[config.mk]
export PLATFORM = sky130hd
export DESIGN_NAME = ph_stagger_issue
export DESIGN_NICKNAME = d
export VERILOG_FILES = /design/src/rtl/ph_pkg.sv /design/src/rtl/ph_slot.sv /design/src/rtl/ph_seq_ctr.sv /design/src/rtl/ph_issue_ctl.sv /design/src/rtl/ph_stagger_issue.sv
export SDC_FILE = /design/constraint.sdc
export NUM_CORES = 1
export LEC_CHECK = 0
export BUFFER_PORTS_ARGS = -buffer_cell sky130_fd_sc_hd__buf_2
export CORE_AREA = 4 4 79 81
export DETAILED_ROUTE_END_ITERATION = 8
export DIE_AREA = 0 0 83 85
export GPL_ROUTABILITY_DRIVEN = 0
export PLACE_DENSITY = 0.83
export SKIP_CTS_REPAIR_TIMING = 1
export SYNTH_ARGS = -nofsm -noshare
export SYNTH_HDL_FRONTEND = slang
export SYNTH_HIERARCHICAL = 1
export SYNTH_SLANG_ARGS = --single-unit
[constraint.sdc]
create_clock -name clk -period 3.4 [get_ports clk]
set_input_delay 0.51 -clock clk [delete_from_list [all_inputs] [get_ports clk]]
set_output_delay 0.51 -clock clk [all_outputs]
set_load 0.01 [all_outputs]
[src/rtl/ph_pkg.sv]
package ph_pkg;
    // number of staggered phase slots
    localparam int unsigned NPH = 3;

    typedef enum logic [1:0] {
        PH_READ    = 2'd0,
        PH_COMPUTE = 2'd1,
        PH_WRITE   = 2'd2
    } phase_e;

    // a branch is wrong when present and its guess differs from its outcome
    function automatic logic br_wrong(input logic en, input logic guess, input logic outcome);
        return en && (guess != outcome);
    endfunction
endpackage

[src/rtl/ph_slot.sv]
module ph_slot #(
    parameter int unsigned W = 8
) (
    input  logic         clk,
    input  logic         rst,
    input  logic         hold,
    input  logic         clear,
    input  logic [W-1:0] d,
    output logic [W-1:0] q
);
    always_ff @(posedge clk) begin
        if (rst) begin
            q <= '0;
        end else if (!hold) begin
            q <= clear ? '0 : d;
        end
    end
endmodule

[src/rtl/ph_seq_ctr.sv]
module ph_seq_ctr #(
    parameter int unsigned TAG_W = 4
) (
    input  logic             clk,
    input  logic             rst,
    input  logic             inc,
    output logic [TAG_W-1:0] tag
);
    always_ff @(posedge clk) begin
        if (rst) begin
            tag <= '0;
        end else if (inc) begin
            tag <= tag + 1'b1;
        end
    end
endmodule

[src/rtl/ph_issue_ctl.sv]
module ph_issue_ctl
    import ph_pkg::*;
(
    input  logic           stall,
    input  logic           in_valid,
    input  logic [NPH-1:0] slot_vld,
    input  logic           last_br_en,
    input  logic           last_br_pred,
    input  logic           last_br_taken,
    output logic           take,
    output logic           miss,
    output logic [NPH-1:0] vld,
    output logic [NPH-2:0] cxl
);
    localparam int unsigned LAST = int'(PH_WRITE);

    always_comb begin
        miss = slot_vld[LAST] && !stall && br_wrong(last_br_en, last_br_pred, last_br_taken);
        take = in_valid && !stall && !miss;
        for (int k = 0; k < NPH; k++) begin
            if (k == 0 || k == LAST) begin
                // speculative readers and committed writers always go
                vld[k] = slot_vld[k] && !stall;
            end else begin
                vld[k] = slot_vld[k] && !stall && !miss;
            end
        end
        for (int k = 0; k < NPH - 1; k++) begin
            cxl[k] = miss && slot_vld[k];
        end
    end
endmodule

[src/rtl/ph_stagger_issue.sv]
module ph_stagger_issue
    import ph_pkg::*;
#(
    parameter int unsigned OPS_W = 4,
    parameter int unsigned TAG_W = 4
) (
    input  logic                       clk,
    input  logic                       rst,
    input  logic                       in_valid,
    input  logic [OPS_W-1:0]           in_rd_ops,
    input  logic [OPS_W-1:0]           in_cp_ops,
    input  logic [OPS_W-1:0]           in_wr_ops,
    input  logic                       in_br_en,
    input  logic                       in_br_pred,
    input  logic                       in_br_taken,
    input  logic                       stall,
    output logic                       in_take,
    output logic [NPH-1:0]             iss_vld,
    output logic [NPH-1:0][TAG_W-1:0]  iss_tag,
    output logic [NPH-1:0][OPS_W-1:0]  iss_ops,
    output logic                       redirect,
    output logic [NPH-2:0]             cxl_vld,
    output logic [NPH-2:0][TAG_W-1:0]  cxl_tag
);
    // slot record layout: valid, op groups by phase, tag, branch bits
    localparam int unsigned OPS_LO = 1;
    localparam int unsigned TAG_LO = OPS_LO + NPH * OPS_W;
    localparam int unsigned BR_LO  = TAG_LO + TAG_W;
    localparam int unsigned REC_W  = BR_LO + 3;
    localparam int unsigned LAST   = int'(PH_WRITE);

    logic [REC_W-1:0] rec [NPH];
    logic [REC_W-1:0] new_rec;
    logic [TAG_W-1:0] seq;
    logic [NPH-1:0]   slot_vld;
    logic             miss;

    assign new_rec = {in_br_taken, in_br_pred, in_br_en, seq,
                      in_wr_ops, in_cp_ops, in_rd_ops, 1'b1};

    ph_seq_ctr #(.TAG_W(TAG_W)) i_seq (
        .clk (clk),
        .rst (rst),
        .inc (in_take),
        .tag (seq)
    );

    ph_issue_ctl i_ctl (
        .stall         (stall),
        .in_valid      (in_valid),
        .slot_vld      (slot_vld),
        .last_br_en    (rec[LAST][BR_LO]),
        .last_br_pred  (rec[LAST][BR_LO+1]),
        .last_br_taken (rec[LAST][BR_LO+2]),
        .take          (in_take),
        .miss          (miss),
        .vld           (iss_vld),
        .cxl           (cxl_vld)
    );

    assign redirect = miss;

    for (genvar k = 0; k < NPH; k++) begin : g_slot
        logic [REC_W-1:0] din;
        logic             clr;
        if (k == 0) begin : g_head
            assign din = new_rec;
            assign clr = !in_take;
        end else begin : g_tail
            assign din = rec[k-1];
            assign clr = miss;
        end
        ph_slot #(.W(REC_W)) i_slot (
            .clk   (clk),
            .rst   (rst),
            .hold  (stall),
            .clear (clr),
            .d     (din),
            .q     (rec[k])
        );
        assign slot_vld[k] = rec[k][0];
        assign iss_tag[k]  = rec[k][TAG_LO +: TAG_W];
        assign iss_ops[k]  = iss_vld[k] ? rec[k][OPS_LO + k*OPS_W +: OPS_W] : '0;
        if (k < NPH - 1) begin : g_cxl
            assign cxl_tag[k] = rec[k][TAG_LO +: TAG_W];
        end
    end
endmodule

# After elaboration in Yosys (flattened, before gate mapping)

Index checks and enable logic that the tools add are counted.

Equality and inequality tests: 1
$add $sub $neg: 1
Reduce and logical (&&, ||, !) cells: 12
Muxes and demuxes: 6

Operator list:

| operator                                                      | count |
|---|---|
| 20-bit two-way mux                                            | 3 |
| 4-bit two-way mux                                             | 3 |
| 1-bit logical AND                                             | 10 |
| 4-bit by 1-bit adder with 4-bit output, second input constant | 1 |
| 1-bit zero test                                               | 2 |
| 1-bit != test                                                 | 1 |

Output and inout port bits: 39
Flip-flop bits (word level): 64
Bits of input ports: 19
Logic and storage cells: 24

# Longest topological paths before layout

Word-level depth: 6
Mapped depth: 7
Gate-level depth less buffers: 5

# Cells and area by module

Netlist, hierarchy kept.

Modules (own cells, without submodules):

| module           | cells each | instances | seq. area each (µm²) | area each (µm²) |
|---|---|---|---|---|
| ph_slot          | 89         | 3         | 400.4                | 845.8 |
| ph_seq_ctr       | 16         | 1         | 80.1                 | 178.9 |
| ph_stagger_issue | 22         | 1         | 0.0                  | 142.6 |
| ph_issue_ctl     | 12         | 1         | 0.0                  | 76.3 |

# Least setup slack after synthesis

Ideal clock, no wire load.

Path type: input-to-reg
From: input port in_valid
To: register g_slot[0].i_slot.q[10]
Path slack: 1260 ps
Stages on the path: 7
Arrival time: 2067 ps
Required time: 3327 ps
Library setup time: 73 ps
Buffers on the path: 2
Cells stage by stage: inv_1 a311oi_1 inv_1 or2_1 buf_6 buf_6 o22ai_2

Longest elaborated chain between the ends: 3

RTL lines:

| what                            | line                   | RTL |
|---|---|---|
| start, declared                 | ph_stagger_issue.sv:9  | `input logic in_valid,` |
| 1-bit logical AND (2 in series) | ph_issue_ctl.sv:19     | `take = in_valid && !stall && !miss;` |
| via in_take                     | ph_stagger_issue.sv:17 | `output logic in_take,` |
| 20-bit two-way mux              | ph_slot.sv:15          | `q <= clear ? '0 : d;` |
| end signal, assigned            | ph_slot.sv:15          |  |
| end, declared                   | ph_slot.sv:9           | `output logic [W-1:0] q` |

The timed path passes the listed nets, and every way through them passes these cells.
A chain may end at the register's enable or synchronous reset.

==> summary.md <==
| Metric | Value |
|---|---|
| Grt total ovfl | 0 |
| Leakage power | 1.07 nW |
| Cts bufs inserted | 5 |
| Storage element area | about 1000 µm² |
| Share of layout cells above drive strength 1 | 0.319 |
| H-tree levels | 2 |
| Chip Width | around 83 µm |
| Dpl cells | approximately 370 |
| Antenna Nets Post-Route | 0 |
| Fin Setup TNS | 0 ns |
| Vias post-DR | between 1500 and 2000 |
| Slew @ Worst Pin | around 0.80 ns |
| Worst slew margin | 0.468 |
| Fin Clk Skew | between 0.002 and 0.0025 ns |
| Crit path kind | input pin to primary output |
| Hold WC Path Type | flip-flop to flip-flop |
| Cell count after synthesis | between 200 and 300 |
| Rows | 27 |
| Antenna cell count | 0 |
| Mapped Nets | just under 300 |
| Sw Ratio | 0.231 |
| 1st-iter DRT viols | roughly 130 |
| Pre-Repair DR Iteration Count | 4 |
| Outcome | finished clean |
| Die H | ~85 µm |
| Power per standard cell area | roughly 370 nW/µm² |
| GRT Total Usage | 0.129 |
| Crit path from | stall |
| Fillers | roughly 540 |
| Io pins | a little under 60 |
| Final std cells w/o fill | ~380 |
| Final hold slack | roughly 0.46 ns |
| Pins Over Slew Limit | 0 |
| Wire per inst | around 12 µm |
| Post-route minimum period | roughly 2.1 ns |
| Core area | around 5500 µm² |
| Post-synth design cell area | about 2500 µm² |
| Clock power frac | 0.311 |
| Final period utilization | 0.612 |
| Area of the die | ~7100 µm² |
| Start of the worst register-to-register path | g_slot[2].i_slot/q[19] |
| Clock Tree Root | clkbuf_8 |
| Routed Wire Length | 4.54 mm |
| Vias in the first global route | 1647 |
| Combinational share of power | 0.085 |
| CP max FO | 27 |
| Clock sink count | 52 |
| Critical Path Sink | iss_ops[7] |
| Worst EP required | 2.89 ns |
| Worst R2R End | g_slot[0].i_slot/q[17] |
| P_int | roughly 0.00079 W |
| Final hold violations | 0 |
| Avg Inst Size Synth | 9.25 µm² |
| Max-cap violations | 0 |
| Largest net degree at the start of global routing | 73 |
| Peak Freq | approximately 0.48 GHz |
| RSZ-0062 raised after global routing | false |
| CP Data Arrival Time | 1.57 ns |
| R2R Setup Slk | between 1.5 and 2 ns |
| Reg2Reg Depth | 6 |
| Reg power frac | 0.603 |
| Worst VDD drop | 178 µV |
| CTS tree | done |
| Initial antenna violation count | 0 |
| Post-DP HPWL | between 3 and 4 mm |
| Routed vias/inst | 4.75 |
| Critical Path Start Type | input pin |
| Worst-Skew Late Latency | ~0.3 ns |
| Clock Tree Buf Depth | 2 |
| DRC viols | 0 |
| IO buf count | 57 |
| Finished Core Util | 0.505 |
| Ys Warns | 6 |
| Final setup vio count | 0 |
| Fin nets | about 320 |
| Area of the multi-input gates | around 1200 µm² |
| Initial Util | 0.455 |
| Crit end category | primary output |
| First-pass GRT wire length | ~7.6 mm |
| Switch Pwr | roughly 0.00024 W |
| Area grow syn2layout | 11.2% |
| Clk slew on worst S/H paths | 0.08 ns |
-- routing by layer --
layer,routed length [µm],GRT usage,up-vias
met2,2030,0.203,37
li1,-,-,958
met4,51,0.0446,0
met1,2180,0.163,787
met5,0,0,-
met3,276,0.0495,5
-- through the flow --
step | setup slack [ns] | total power, W | area, µm²
2_1_floorplan | 1.26 | 0.000709 | 2490
3_3_place_gp | 1.15 | 0.000723 | 2690
3_5_place_dp | 1.10 | 0.000726 | 2690
4_1_cts | 1.28 | 0.00105 | 2770
5_1_grt | 1.15 | 0.00108 | 2770
6_report | 1.32 | 0.00103 | 2770
-- sequential cells by signal, summed over array words and instances (netlist names) --
register         cells
g_slot.i_slot/q     48
i_seq/tag            4
-- worst max-delay path: stages --
cell	delay (ns)
buf_2	0.23
nand2b_1	0.21
a31oi_1	0.31
and2_1	0.18
buf_2	0.12
-- cells in the final DEF, fill, tap and decap left out, drive strengths merged --
cell / count
a21bo: 1
a21oi: 4
a311oi: 1
a31oi: 1
and2: 12
buf: 60
clkbuf: 6
clkinv: 1
conb: 1
dfxtp: 52
ha: 1
inv: 2
mux2: 1
mux2i: 1
nand2: 49
nand2b: 46
nand3b: 1
nand4: 1
nor2: 3
nor2b: 3
nor3: 2
nor3b: 1
o22ai: 45
or2: 3
or3b: 3
xnor2: 2
xor2: 1
-- power groups by stage --
stage / sequential (W) / clock (W) / combinational, W
4_1_cts: 0.000623 / 0.000339 / 0.0000886
3_3_place_gp: 0.000637 / 0 / 0.0000864
5_1_grt: 0.000624 / 0.000359 / 0.0000974
3_5_place_dp: 0.000637 / 0 / 0.0000886
6_report: 0.000623 / 0.000321 / 0.0000877
2_1_floorplan: 0.000636 / 0 / 0.0000723
-- layout make-up --
| type | instances | area share |
|---|---|---|
| Sequential cell | 52 | 0.376 |
| Clock inverter | 1 | 0.00181 |
| Tap cell | 72 | 0.0326 |
| Inverter | 2 | 0.00271 |
| Timing Repair Buffer | 60 | 0.116 |
| Multi-Input combinational cell | 183 | 0.444 |
| Clock buffer | 6 | 0.0262 |
-- how the worst min path moves through the flow --
stage / from / to / depth (start not counted)
2_1_floorplan: g_slot[0].i_slot/q[18] / g_slot[0].i_slot/q[18] / 2
3_3_place_gp: g_slot[1].i_slot/q[18] / g_slot[1].i_slot/q[18] / 2
3_5_place_dp: g_slot[1].i_slot/q[18] / g_slot[1].i_slot/q[18] / 2
4_1_cts: in_cp_ops[0] / g_slot[0].i_slot/q[5] / 3
5_1_grt: in_cp_ops[0] / g_slot[0].i_slot/q[5] / 3
6_report: g_slot[1].i_slot/q[18] / g_slot[1].i_slot/q[18] / 2
No activity file was read; power rests on OpenSTA's default activity.
